$ cat src/rtl/amode_pkg.sv
package amode_pkg;
    typedef enum logic [2:0] {
        ST_IDLE,
        ST_INDEX,
        ST_POINTER,
        ST_OPERAND,
        ST_DONE
    } seq_state_t;

    localparam int BYTE_BITS = 8;
    localparam int WIDE_STEP_FROM = 6;
endpackage

$ cat src/rtl/amode_regfile.sv
module amode_regfile #(
    parameter int W = 16,
    parameter int NREG = 8,
    localparam int IW = $clog2(NREG)
) (
    input  logic          clk,
    input  logic          rst_n,
    input  logic          we,
    input  logic [IW-1:0] widx,
    input  logic [W-1:0]  wdata,
    input  logic [IW-1:0] ra_idx,
    output logic [W-1:0]  ra_data,
    input  logic [IW-1:0] rb_idx,
    output logic [W-1:0]  rb_data,
    input  logic [IW-1:0] rc_idx,
    output logic [W-1:0]  rc_data
);
    logic [W-1:0] regs [NREG];

    for (genvar g = 0; g < NREG; g++) begin : g_reg
        always_ff @(posedge clk or negedge rst_n) begin
            if (!rst_n) begin
                regs[g] <= '0;
            end else if (we && widx == IW'(g)) begin
                regs[g] <= wdata;
            end
        end
    end

    assign ra_data = regs[ra_idx];
    assign rb_data = regs[rb_idx];
    assign rc_data = regs[rc_idx];
endmodule

$ cat src/rtl/amode_step.sv
module amode_step #(
    parameter int W = 16,
    parameter int NREG = 8,
    localparam int IW = $clog2(NREG)
) (
    input  logic [W-1:0]  base,
    input  logic          byte_op,
    input  logic          force_word,
    input  logic [IW-1:0] ridx,
    output logic [W-1:0]  inc,
    output logic [W-1:0]  dec
);
    import amode_pkg::*;

    logic [W-1:0] step;

    always_comb begin
        if (byte_op && !force_word && ridx < IW'(WIDE_STEP_FROM)) begin
            step = W'(1);
        end else begin
            step = W'(2);
        end
        inc = base + step;
        dec = base - step;
    end
endmodule

$ cat src/rtl/amode_seq.sv
module amode_seq #(
    parameter int W = 16,
    parameter int NREG = 8,
    localparam int IW = $clog2(NREG)
) (
    input  logic          clk,
    input  logic          rst_n,
    input  logic          start,
    input  logic [2:0]    mode,
    input  logic [IW-1:0] rsel,
    input  logic          byte_op,
    output logic          done,
    output logic          is_reg,
    output logic [W-1:0]  loc,
    output logic [W-1:0]  value,
    output logic          mem_req,
    output logic [W-1:0]  mem_addr,
    output logic          mem_byte,
    input  logic          mem_ack,
    input  logic [W-1:0]  mem_rdata,
    input  logic          ext_we,
    input  logic [IW-1:0] ext_widx,
    input  logic [W-1:0]  ext_wdata,
    input  logic [IW-1:0] ext_ridx,
    output logic [W-1:0]  ext_rdata
);
    import amode_pkg::*;

    localparam logic [IW-1:0] PC_IDX = IW'(NREG - 1);

    seq_state_t state, state_nx;

    logic [2:0]    mode_q;
    logic [IW-1:0] reg_q;
    logic          byte_q;
    logic [W-1:0]  addr_q;
    logic          is_reg_q;
    logic [W-1:0]  loc_q;
    logic [W-1:0]  value_q;
    logic          upd_en_q;
    logic [IW-1:0] upd_idx_q;
    logic [W-1:0]  upd_val_q;

    logic [IW-1:0] sel_idx;
    logic [W-1:0]  rv;
    logic [W-1:0]  pcv;
    logic [W-1:0]  step_inc;
    logic [W-1:0]  step_dec;
    logic          rf_we;
    logic [IW-1:0] rf_widx;
    logic [W-1:0]  rf_wdata;
    logic          busy;

    function automatic logic [W-1:0] low_byte(input logic [W-1:0] x);
        return {{(W-BYTE_BITS){1'b0}}, x[BYTE_BITS-1:0]};
    endfunction

    assign sel_idx = (state == ST_IDLE) ? rsel : reg_q;
    assign busy    = (state != ST_IDLE);

    always_comb begin
        if (state == ST_DONE && upd_en_q) begin
            rf_we    = 1'b1;
            rf_widx  = upd_idx_q;
            rf_wdata = upd_val_q;
        end else begin
            rf_we    = ext_we && !busy;
            rf_widx  = ext_widx;
            rf_wdata = ext_wdata;
        end
    end

    amode_regfile #(.W(W), .NREG(NREG)) u_rf (
        .clk     (clk),
        .rst_n   (rst_n),
        .we      (rf_we),
        .widx    (rf_widx),
        .wdata   (rf_wdata),
        .ra_idx  (sel_idx),
        .ra_data (rv),
        .rb_idx  (PC_IDX),
        .rb_data (pcv),
        .rc_idx  (ext_ridx),
        .rc_data (ext_rdata)
    );

    amode_step #(.W(W), .NREG(NREG)) u_step (
        .base       (rv),
        .byte_op    (byte_op),
        .force_word (mode == 3'd3 || mode == 3'd5),
        .ridx       (rsel),
        .inc        (step_inc),
        .dec        (step_dec)
    );

    // state register
    always_ff @(posedge clk or negedge rst_n) begin
        if (!rst_n) state <= ST_IDLE;
        else        state <= state_nx;
    end

    // next-state logic
    always_comb begin
        state_nx = state;
        unique case (state)
            ST_IDLE: begin
                if (start) begin
                    unique case (mode)
                        3'd0:             state_nx = ST_DONE;
                        3'd1, 3'd2, 3'd4: state_nx = ST_OPERAND;
                        3'd3, 3'd5:       state_nx = ST_POINTER;
                        default:          state_nx = ST_INDEX;
                    endcase
                end
            end
            ST_INDEX:   if (mem_ack) state_nx = (mode_q == 3'd6) ? ST_OPERAND : ST_POINTER;
            ST_POINTER: if (mem_ack) state_nx = ST_OPERAND;
            ST_OPERAND: if (mem_ack) state_nx = ST_DONE;
            ST_DONE:    state_nx = ST_IDLE;
            default:    state_nx = ST_IDLE;
        endcase
    end

    // datapath registers
    always_ff @(posedge clk or negedge rst_n) begin
        if (!rst_n) begin
            mode_q    <= '0;
            reg_q     <= '0;
            byte_q    <= 1'b0;
            addr_q    <= '0;
            is_reg_q  <= 1'b0;
            loc_q     <= '0;
            value_q   <= '0;
            upd_en_q  <= 1'b0;
            upd_idx_q <= '0;
            upd_val_q <= '0;
        end else begin
            unique case (state)
                ST_IDLE: begin
                    if (start) begin
                        mode_q   <= mode;
                        reg_q    <= rsel;
                        byte_q   <= byte_op;
                        is_reg_q <= (mode == 3'd0);
                        upd_en_q <= 1'b0;
                        unique case (mode)
                            3'd0: begin
                                loc_q   <= W'(rsel);
                                value_q <= byte_op ? low_byte(rv) : rv;
                            end
                            3'd1: addr_q <= rv;
                            3'd2, 3'd3: begin
                                addr_q    <= rv;
                                upd_en_q  <= 1'b1;
                                upd_idx_q <= rsel;
                                upd_val_q <= step_inc;
                            end
                            3'd4, 3'd5: begin
                                addr_q    <= step_dec;
                                upd_en_q  <= 1'b1;
                                upd_idx_q <= rsel;
                                upd_val_q <= step_dec;
                            end
                            default: begin
                                addr_q    <= pcv;
                                upd_en_q  <= 1'b1;
                                upd_idx_q <= PC_IDX;
                                upd_val_q <= pcv + W'(2);
                            end
                        endcase
                    end
                end
                ST_INDEX: begin
                    if (mem_ack) begin
                        addr_q <= mem_rdata + ((reg_q == PC_IDX) ? upd_val_q : rv);
                    end
                end
                ST_POINTER: begin
                    if (mem_ack) addr_q <= mem_rdata;
                end
                ST_OPERAND: begin
                    if (mem_ack) begin
                        loc_q   <= addr_q;
                        value_q <= byte_q ? low_byte(mem_rdata) : mem_rdata;
                    end
                end
                default: ;
            endcase
        end
    end

    // outputs
    always_comb begin
        mem_req  = (state == ST_INDEX) || (state == ST_POINTER) || (state == ST_OPERAND);
        mem_addr = addr_q;
        mem_byte = (state == ST_OPERAND) && byte_q;
        done     = (state == ST_DONE);
        is_reg   = is_reg_q;
        loc      = loc_q;
        value    = value_q;
    end

    // held request keeps its address
    a_r10_addr_hold: assert property (@(posedge clk) disable iff (!rst_n)
        mem_req && !mem_ack |=> mem_req && $stable(mem_addr));

    // index and pointer reads are word reads
    a_r10_word_fetch: assert property (@(posedge clk) disable iff (!rst_n)
        mem_req && state != ST_OPERAND |-> !mem_byte);

    // register mode completes in one cycle without memory
    a_r1_reg_fast: assert property (@(posedge clk) disable iff (!rst_n)
        state == ST_IDLE && start && mode == 3'd0 |=> done && is_reg && !mem_req);

    // done is a single-cycle pulse
    a_r11_done_pulse: assert property (@(posedge clk) disable iff (!rst_n)
        done |=> !done);

    // side-port write while busy leaves the targeted register alone
    a_r12_busy_guard: assert property (@(posedge clk) disable iff (!rst_n)
        busy && !done && ext_we && ext_widx == ext_ridx |=> $stable(ext_rdata) || done || $changed(ext_ridx));
endmodule

$ cat config.mk
export PLATFORM = sky130hd
export DESIGN_NAME = amode_seq
export DESIGN_NICKNAME = d
export VERILOG_FILES = /design/src/rtl/amode_pkg.sv /design/src/rtl/amode_regfile.sv /design/src/rtl/amode_step.sv /design/src/rtl/amode_seq.sv
export SDC_FILE = /design/constraint.sdc
export NUM_CORES = 1
export LEC_CHECK = 0
export BUFFER_PORTS_ARGS = -buffer_cell sky130_fd_sc_hd__clkbuf_2
export CELL_PAD_IN_SITES_DETAIL_PLACEMENT = 0
export CELL_PAD_IN_SITES_GLOBAL_PLACEMENT = 1
export CORE_MARGIN = 5
export CORE_UTILIZATION = 47
export DETAILED_ROUTE_END_ITERATION = 16
export GPL_TIMING_DRIVEN = 0
export PLACE_DENSITY = 0.89
export SETUP_SLACK_MARGIN = 0.5
export SLEW_MARGIN = 25
export SYNTH_ARGS = -nofsm -noshare
export SYNTH_HDL_FRONTEND = slang
export SYNTH_SLANG_ARGS = --single-unit
export TNS_END_PERCENT = 50
$ cat constraint.sdc
create_clock -name clk -period 6.9 [get_ports clk]
set_input_delay 0.69 -clock clk [delete_from_list [all_inputs] [get_ports clk]]
set_output_delay 0.69 -clock clk [all_outputs]
set_load 0.05 [all_outputs]
==> results.json, run 1 <==
{
  "status": "completed",
  "grt_pass1_wl_mm": 69.7,
  "syn_nets": 1451,
  "crit_buf_inv": 3,
  "clock-root-buffer": "clkbuf_16",
  "hpwlAfterDp_mm": 33.7,
  "slowest_delay_ps": 630,
  "overflow": 0,
  "seq_power_share": 0.248,
  "die_h_um": 176,
  "ioPinCount": 118,
  "cp.arrival_ps": 6570,
  "core-area_um2": 27600,
  "timing.final.crit_share": 0.890,
  "start_kind": "flop",
  "synth_warnings": 0,
  "reg2reg_depth": 19,
  "drtAntennaViolNets": 0,
  "peakVddDrop_uv": 317,
  "die_width_um": 176,
  "hold_path_class": "in -> async",
  "crit_fanout": 10,
  "start_util": 0.472,
  "p_sw_mw": 4.74,
  "cp.depth": 19,
  "layout_commonest_cell": "dfrtp_1",
  "p_int_mw": 4.75,
  "grtUsageTotal": 0.290,
  "synthesis.area_um2": 13000,
  "drt_iter0_drc": 1194,
  "relSlewSlack": 0.243,
  "largest_register_ff_count": 128,
  "setup.worst_path.end_class": "flop",
  "synth_edf_count": 0,
  "use_met1": 0.387,
  "layout_common_cells": "dfrtp_1, nand2_1, nor2_1",
  "tns_ps": 0,
  "grt_util_met2": 0.477,
  "pwr-share-clk": 0.135,
  "yosysUniqueCellTypes": 76,
  "gp_congestion": 0.955,
  "die_area_um2": 31100,
  "cts_tree": "built",
  "fmax_mhz": 163,
  "routedWlPerCell_um": 23.8,
  "num_antenna_cells": 0,
  "top_usage_layer": "met2",
  "cts_setup_buffers": 0,
  "area_growth_pct": 14.6,
  "grt_pass1_vias": 11700,
  "drive_above_1_share": 0.173,
  "ys.flop_type": "dfrtp_1",
  "cp.required_ps": 7330,
  "final-setup-viol-count": 0,
  "path_cells": "or3_1 > buf_6 > mux2i_2 > buf_2 > clkbuf_2 > mux4_2 > mux2i_1 > a21oi_1 > ha_1 > a21o_1 > a21o_1 > a21o_1 > o31a_1 > a41oi_1 > nor3_1 > o41a_1 > xnor2_1 > o221ai_1 > o22a_1",
  "rows": 61,
  "min_period_ps": 6140,
  "switching_share": 0.499,
  "io_buffer_count": 112,
  "worst_path_most_repeated_cell": "a21o_1",
  "fin_worst_skew_ps": 15.1,
  "cts_max_level": 1,
  "clock_path_buffers": 3,
  "seq_area_frac_synth": 0.398,
  "ys_seq_elements": 207,
  "clock_sinks": 207,
  "whs_ps": 117,
  "worstMarginPinSlew_ps": 1130,
  "top_register": "u_rf.regs",
  "ys_async_sr_fraction": 1.00,
  "grt_max_degree": 85,
  "crit_family": "compound AO/OA/AOI/OAI gates",
  "syn_avg_cell_area_um2": 9.45,
  "vias_per_cell": 6.17,
  "drc": 0,
  "vias": 11800,
  "share_comb_of_total_power": 0.617,
  "drt-total-wl_mm": 45.4,
  "critPathKind": "reg -> reg",
  "fin_util": 0.541,
  "cap_viol_max_count": 0,
  "power.leakage_nw": 6.48,
  "hold_violations": 0,
  "first_pass_iters": 6,
  "crit_slowest_cell": "mux2i_2",
  "antenna_found_initial": 0,
  "cts_buffers": 24,
  "clock_latency_ps": 550,
  "rsz0062_at_grt": "no",
  "synthCells": 1376,
  "use_met3": 0.0435,
  "slew_violations": 0,
  "p_per_area_nw_per_um2": 636,
  "path_clk_slew_ps": 60,
  "nets": 1591
}
[cells in the mapped netlist (5+ instances only)]
| cell type | instances | area share |
|---|---|---|
| o22a_1 | 5 | 0.0034 |
| nand2b_1 | 9 | 0.0043 |
| xnor2_1 | 28 | 0.019 |
| and3_1 | 14 | 0.0067 |
| mux2i_1 | 87 | 0.067 |
| a22o_1 | 15 | 0.010 |
| buf_2 | 12 | 0.0046 |
| o22ai_1 | 10 | 0.0048 |
| ha_1 | 22 | 0.021 |
| mux4_2 | 43 | 0.074 |
| a211oi_1 | 10 | 0.0058 |
| nor3_1 | 23 | 0.0088 |
| a31oi_1 | 5 | 0.0024 |
| a22oi_1 | 20 | 0.012 |
| nand4_1 | 7 | 0.0034 |
| nand2_1 | 163 | 0.047 |
| buf_1 | 10 | 0.0029 |
| nor3b_1 | 6 | 0.0035 |
| a21oi_1 | 108 | 0.042 |
| inv_1 | 18 | 0.0052 |
| xor2_1 | 21 | 0.014 |
| dfrtp_1 | 207 | 0.40 |
| nand3b_1 | 13 | 0.0075 |
| clkbuf_1 | 75 | 0.022 |
| nand3_1 | 39 | 0.015 |
| buf_6 | 6 | 0.0052 |
| a21o_1 | 8 | 0.0046 |
| and2_1 | 7 | 0.0034 |
| nor2_1 | 138 | 0.040 |
| a221oi_1 | 16 | 0.011 |
| mux2_2 | 29 | 0.025 |
| o21ai_0 | 122 | 0.047 |
[cell families after synthesis]
logic type,Yosys count,share of synthesized area
fa+ha+maj,25,0.0258
flops,207,0.398
mux,167,0.176
compound gates,362,0.170
xor+xnor,49,0.0330
buf+inv,123,0.0401
simple gates,443,0.157
[layout make-up]
type                    instances  area (um2)
clock buffers                  34         658
flip-flops and latches        207        5180
well taps                     378         473
inverters                      20        75.1
multi-input cells            1046        7320
fillers                      2530       12700
clock inverters                 9         115
repair buffers                114         624
plain buffers                 103         453
[routing by layer]
| metal | part of all wire | wire length (um) | vias to the layer above |
|---|---|---|---|
| met2 | 0.47 | 21300 | 649 |
| met1 | 0.41 | 18400 | 5733 |
| met4 | 0.046 | 2100 | 0 |
| met5 | 0 | 0 | - |
| li1 | - | - | 5284 |
| met3 | 0.080 | 3630 | 124 |
[per-stage QoR]
| step | worst slack [ps] | power [mW] | instance area [um2] | std cells |
|---|---|---|---|---|
| 6_report | 760 | 9.48 | 14900 | 1911 |
| 5_1_grt | 520 | 10.1 | 14900 | 1911 |
| 4_1_cts | 617 | 9.38 | 14900 | 1911 |
| 3_5_place_dp | 430 | 8.08 | 14100 | 1868 |
| 3_3_place_gp | 461 | 7.93 | 14000 | 1866 |
| 2_1_floorplan | 1820 | 6.57 | 13000 | 1376 |
[timing repair]
item,4_1_cts,5_1_grt
setup endpoints to repair,2,4
hold buffers,0,0
resized for setup,1,6
[final timing paths]
| path | startpoint | end | slack, ps |
|---|---|---|---|
| hold reg to reg | upd_en_q$_DFFE_PN0P_ | upd_en_q$_DFFE_PN0P_ | 470 |
| hold / removal | rst_n | loc[2]$_DFFE_PN0P_ | 120 |
| min in group clk | mem_ack | state[1]$_DFFE_PN0P_ | 430 |
| setup reg to reg | state[1]$_DFFE_PN0P_ | mem_addr[15]$_DFFE_PN0P_ | 760 |
| max in group asynchronous | rst_n | u_rf.regs[79]$_DFFE_PN0P_ | 5940 |
| setup / recovery | state[1]$_DFFE_PN0P_ | mem_addr[15]$_DFFE_PN0P_ | 760 |
[power groups by stage]
stage	registers, mW	clock network (mW)	logic, mW
after CTS	2.32	1.30	5.76
after detailed placement	2.34	0	5.73
after floorplan	2.60	0	3.97
after global routing	2.42	1.34	6.33
after global placement	2.31	0	5.61
final	2.35	1.28	5.85
(Power assumes the default switching activity.)
==> inputs of run 2 (changes only) <==
--- a/config.mk
+++ b/config.mk
@@ -6,13 +6,11 @@
 export NUM_CORES = 1
 export LEC_CHECK = 0
 export BUFFER_PORTS_ARGS = -buffer_cell sky130_fd_sc_hd__clkbuf_2
-export CELL_PAD_IN_SITES_DETAIL_PLACEMENT = 0
-export CELL_PAD_IN_SITES_GLOBAL_PLACEMENT = 1
 export CORE_MARGIN = 5
-export CORE_UTILIZATION = 47
+export CORE_UTILIZATION = 60
 export DETAILED_ROUTE_END_ITERATION = 16
 export GPL_TIMING_DRIVEN = 0
-export PLACE_DENSITY = 0.89
+export PLACE_DENSITY = 0.88
 export SETUP_SLACK_MARGIN = 0.5
 export SLEW_MARGIN = 25
 export SYNTH_ARGS = -nofsm -noshare
==> constraint.sdc (replaced) <==
create_clock -name clk -period 7.34 [get_ports clk]
set_input_delay 0.734 -clock clk [delete_from_list [all_inputs] [get_ports clk]]
set_output_delay 0.734 -clock clk [all_outputs]
set_load 0.05 [all_outputs]
==> run 2 against run 1 <==
Against the previous run:
- sequential share of layout area is 0.50 points higher
- non-clock buffer count is the same
- global-route usage grew 6.0 points
- via count grew 2.9%
- first-iteration DRC count up 37%
- register-to-register slack got worse by 20 ps
==> results.json, run 2 (synthesized netlist as in run 1, its figures left out) <==
{
  "relSlewSlack": 0.249,
  "hold_path_class": "in -> async",
  "area_growth_pct": 12.9,
  "rows": 53,
  "core-area_um2": 21200,
  "top_usage_layer": "met2",
  "drc": 0,
  "slew_violations": 0,
  "start_kind": "flop",
  "die_h_um": 157,
  "ioPinCount": 118,
  "nets": 1590,
  "antenna_found_initial": 0,
  "drtAntennaViolNets": 0,
  "grt_max_degree": 78,
  "hold_violations": 0,
  "cp.arrival_ps": 7010,
  "die_area_um2": 24700,
  "timing.final.crit_share": 0.900,
  "clock_path_buffers": 3,
  "worstMarginPinSlew_ps": 1130,
  "hpwlAfterDp_mm": 31.7,
  "gp_congestion": 1.04,
  "setup.worst_path.end_class": "flop",
  "io_buffer_count": 112,
  "rsz0062_at_grt": "no",
  "top_register": "u_rf.regs",
  "clock_latency_ps": 550,
  "drt-total-wl_mm": 43.4,
  "drt_iter0_drc": 1637,
  "largest_register_ff_count": 128,
  "drive_above_1_share": 0.169,
  "cts_buffers": 23,
  "grt_pass1_vias": 12000,
  "grt_pass1_wl_mm": 67.2,
  "cts_setup_buffers": 0,
  "cap_viol_max_count": 0,
  "vias_per_cell": 6.72,
  "use_met3": 0.0643,
  "path_clk_slew_ps": 60,
  "cp.required_ps": 7750,
  "place_inst": 1765,
  "crit_fanout": 10,
  "post_cts_resized": 0,
  "final-setup-viol-count": 0,
  "overflow": 0,
  "final_cells": 1805,
  "cts_tree": "built",
  "start_util": 0.615,
  "die_width_um": 157,
  "num_antenna_cells": 0,
  "layout_common_cells": "dfrtp_1, nand2_1, nor2_1",
  "min_period_ps": 6600,
  "use_met1": 0.457,
  "clock-root-buffer": "clkbuf_16",
  "fmax_mhz": 151,
  "critPathKind": "reg -> reg",
  "cts_hold_buf": 0,
  "cts_max_level": 1,
  "first_pass_iters": 6,
  "clock_sinks": 207,
  "grtUsageTotal": 0.350,
  "grt_util_met2": 0.558,
  "fin_worst_skew_ps": 34.2,
  "vias": 12100,
  "layout_commonest_cell": "dfrtp_1",
  "status": "completed",
  "tns_ps": 0,
  "routedWlPerCell_um": 24.0
}
run 2: per-layer routing:
| metal | part of all wire | wire (um) | vias up |
|---|---|---|---|
| li1 | - | - | 5293 |
| met5 | 0 | 0 | - |
| met4 | 0.063 | 2720 | 0 |
| met3 | 0.11 | 4770 | 189 |
| met2 | 0.46 | 20100 | 863 |
| met1 | 0.37 | 15900 | 5791 |
run 2: path summary, 6_finish.rpt:
check	start	endpoint	slack, ps	cells past startpoint
max in group asynchronous	rst_n	u_rf.regs[38]$_DFFE_PN0P_	6050	3
setup reg to reg	state[1]$_DFFE_PN0P_	mem_addr[15]$_DFFE_PN0P_	740	21
min in group clk	upd_en_q$_DFFE_PN0P_	upd_en_q$_DFFE_PN0P_	480	2
hold / removal	rst_n	loc[2]$_DFFE_PN0P_	170	1
hold reg to reg	upd_en_q$_DFFE_PN0P_	upd_en_q$_DFFE_PN0P_	480	2
setup / recovery	state[1]$_DFFE_PN0P_	mem_addr[15]$_DFFE_PN0P_	740	21
run 2: layout make-up:
| cell class | instances | area, um2 |
|---|---|---|
| Sequential cell | 207 | 5180 |
| Clock inverter | 6 | 48.8 |
| Clock buffer | 34 | 657 |
| Inverter | 20 | 75.1 |
| Fill cell | 1608 | 6460 |
| Tap cell | 275 | 344 |
| Multi-Input combinational cell | 1046 | 7310 |
| Timing Repair Buffer | 114 | 624 |
| Buffer | 103 | 449 |
run 2: through the flow:
step	hold WS, ps	setup slack [ps]	instance area, um2	utilization
detailed placement	469	909	14000	0.661
CTS	176	887	14700	0.694
global route	199	534	14700	0.694
floorplan	438	2220	13000	-
finish	169	738	14700	0.694
global placement	450	1030	13900	0.658
run 2: critical path, cell delays in order, from the launching register on:
cell and delay, ps:
dfrtp_1 410, or3_1 370, buf_6 170, mux2i_2 530
buf_2 390, buf_2 330, buf_1 530, mux4_2 400
mux2i_1 560, nand2_1 130, o21a_1 160, ha_1 280
a21o_1 180, a21o_1 200, a21o_1 200, o31a_1 270
a41oi_1 310, nor3_1 140, o41a_1 450, xnor2_1 150
o221ai_1 140, o22a_1 180
Power of run 2 is not shown: default switching activity piles up to over one toggle a cycle in this logic, so the estimate is an artifact.
==> inputs of run 3 (changes only) <==
--- a/config.mk
+++ b/config.mk
@@ -6,11 +6,13 @@
 export NUM_CORES = 1
 export LEC_CHECK = 0
 export BUFFER_PORTS_ARGS = -buffer_cell sky130_fd_sc_hd__clkbuf_2
+export CORE_ASPECT_RATIO = 0.7
 export CORE_MARGIN = 5
 export CORE_UTILIZATION = 60
 export DETAILED_ROUTE_END_ITERATION = 16
 export GPL_TIMING_DRIVEN = 0
 export PLACE_DENSITY = 0.88
+export RECOVER_POWER = 50
 export SETUP_SLACK_MARGIN = 0.5
 export SLEW_MARGIN = 25
 export SYNTH_ARGS = -nofsm -noshare
==> run 3 against run 2 <==
Against the previous run:
- the run now ends with capacitance limit, slew limit left
- non-clock buffer count unchanged
- final area fell by 0.69%
- routed wire length rose by 5.9%
- worst hold slack better by 300 ps
- clock skew shrank 23 ps
- critical path depth down 2
- global-route usage rose by 1.9 points
- register-to-register slack gained 30 ps
- flip-flop and latch count is the same
- die area grew 0.19%
- highest routed layer unchanged
- maximum frequency up 0.39%
==> results.json, run 3 (synthesized netlist as in run 1, its figures left out) <==
{
  "vias_per_cell": 6.84,
  "post_dp_cell_area_um2": 14000,
  "hpwlAfterDp_mm": 34.4,
  "place_inst": 1772,
  "fillerInstances": 1765,
  "grt_util_met2": 0.499,
  "antenna_found_initial": 0,
  "start_util": 0.605,
  "grt_pass1_wl_mm": 70.4,
  "status": "finished, violations left",
  "dp_slack_ps": 830,
  "post-route-cell-area_um2": 14600,
  "final_cells": 1806,
  "path_clk_slew_ps": 60,
  "multi_input_area_um2": 7310,
  "relSlewSlack": -1.10,
  "core-area_um2": 21500,
  "die_h_um": 133,
  "worst_slack_ps": 764,
  "drc": 0,
  "violations": "capacitance limit, slew limit",
  "slew_violations": 135,
  "largest_register_ff_count": 128,
  "slowest_delay_ps": 610,
  "rows": 45,
  "top_usage_layer": "met1",
  "rsz0062_at_grt": "no",
  "die_area_um2": 24800,
  "ioPinCount": 118,
  "layout_commonest_cell": "dfrtp_1",
  "use_met1": 0.563,
  "hold_violations": 0,
  "hold_path_class": "reg -> reg",
  "cap_viol_max_count": 2,
  "grtUsageTotal": 0.368,
  "clock-root-buffer": "clkbuf_16",
  "final-setup-viol-count": 0,
  "fmax_mhz": 152,
  "overflow": 0,
  "fin_worst_skew_ps": 11.7,
  "timing.final.crit_share": 0.896,
  "cp.required_ps": 7740,
  "gp_congestion": 1.04,
  "drt-total-wl_mm": 46.0,
  "clock_sinks": 207,
  "area_growth_pct": 12.1,
  "worst_path_most_repeated_cell": "a21o_1",
  "crit_fanout": 10,
  "min_period_ps": 6580,
  "nets": 1588,
  "die_width_um": 186,
  "io_buffer_count": 112,
  "setup.worst_path.end_class": "flop",
  "tns_ps": 0,
  "use_met3": 0.138,
  "routedWlPerCell_um": 25.4,
  "cts_hold_buf": 0,
  "cts_tree": "built",
  "drt_iter0_drc": 1863,
  "worstMarginPinSlew_ps": 3160,
  "start_kind": "flop",
  "clock_latency_ps": 520,
  "final-seq-area_um2": 5180,
  "drive_above_1_share": 0.146,
  "cts_max_level": 1,
  "top_register": "u_rf.regs",
  "first_pass_iters": 5,
  "critPathKind": "reg -> reg",
  "drtAntennaViolNets": 0,
  "crit_slowest_cell": "mux2i_2",
  "cp.arrival_ps": 6980,
  "grt_max_degree": 78,
  "layout_common_cells": "dfrtp_1, nand2_1, nor2_1",
  "grt_pass1_vias": 11800,
  "path_cells": "or3_1 > buf_6 > mux2i_2 > buf_2 > buf_1 > mux4_2 > mux2i_1 > a21oi_1 > ha_1 > a21o_1 > a21o_1 > a21o_1 > o31a_1 > a41oi_1 > nor3_1 > o41a_1 > xnor2_1 > o221ai_1 > o22a_1",
  "clock_path_buffers": 3,
  "vias": 12400,
  "cts_buffers": 21,
  "num_antenna_cells": 0
}
## run 3: cell types whose count changed in the layout (fill, tap and decap cells not counted), sizes merged
cell	delta
clkbuf	-4
buf	-2
bufinv	+2
clkinv	-2
## run 3: layout make-up
class                      count  area share
inverter                      20     0.00515
clock buffer                  28      0.0399
timing repair buffer         114      0.0377
sequential                   207       0.355
multi-input combinational   1046       0.501
clock inverter                 6     0.00575
buffer                       103      0.0309
tap                          282      0.0242
## run 3: routing by layer
metal	wire length, um	part of all wire
met1	18700	0.41
met2	18800	0.41
met3	7340	0.16
met4	1150	0.025
met5	0	0
## run 3: path summary, 6_finish.rpt
path                       depth (start not counted)             startpoint  slack, ps                          to
max                                               19   state[1]$_DFFE_PN0P_        760    mem_addr[15]$_DFFE_PN0P_
min                                                2  mode_q[1]$_DFFE_PN0P_        470       mode_q[1]$_DFFE_PN0P_
max reg2reg                                       19   state[1]$_DFFE_PN0P_        760    mem_addr[15]$_DFFE_PN0P_
min reg2reg                                        2  mode_q[1]$_DFFE_PN0P_        470       mode_q[1]$_DFFE_PN0P_
max in group asynchronous                          3                  rst_n       2700  u_rf.regs[124]$_DFFE_PN0P_
min in group asynchronous                          1                  rst_n       1260  u_rf.regs[102]$_DFFE_PN0P_
## run 3: per-stage QoR
stage	util	hold WS [ps]
after floorplan	-	438
after global placement	0.647	451
after detailed placement	0.650	459
after CTS	0.681	198
after global routing	0.678	504
final	0.678	473
## run 3: worst max-delay path, delay by kind of cell (launching register included)
kind	cells	cell delay (ps)
simple gates	2	530
compound gates	9	2140
buf+inv	3	1170
flops	1	420
fa+ha+maj	1	240
mux	3	1790
xor+xnor	1	160
## run 3: timing repair
action                                 4_1_cts  5_1_grt
setup endpoints to repair                    0        2
buffers inserted                             0        0
endpoints found under the hold margin        0        0
resized for setup                            0        1
Power of run 3 is left out for the same reason.
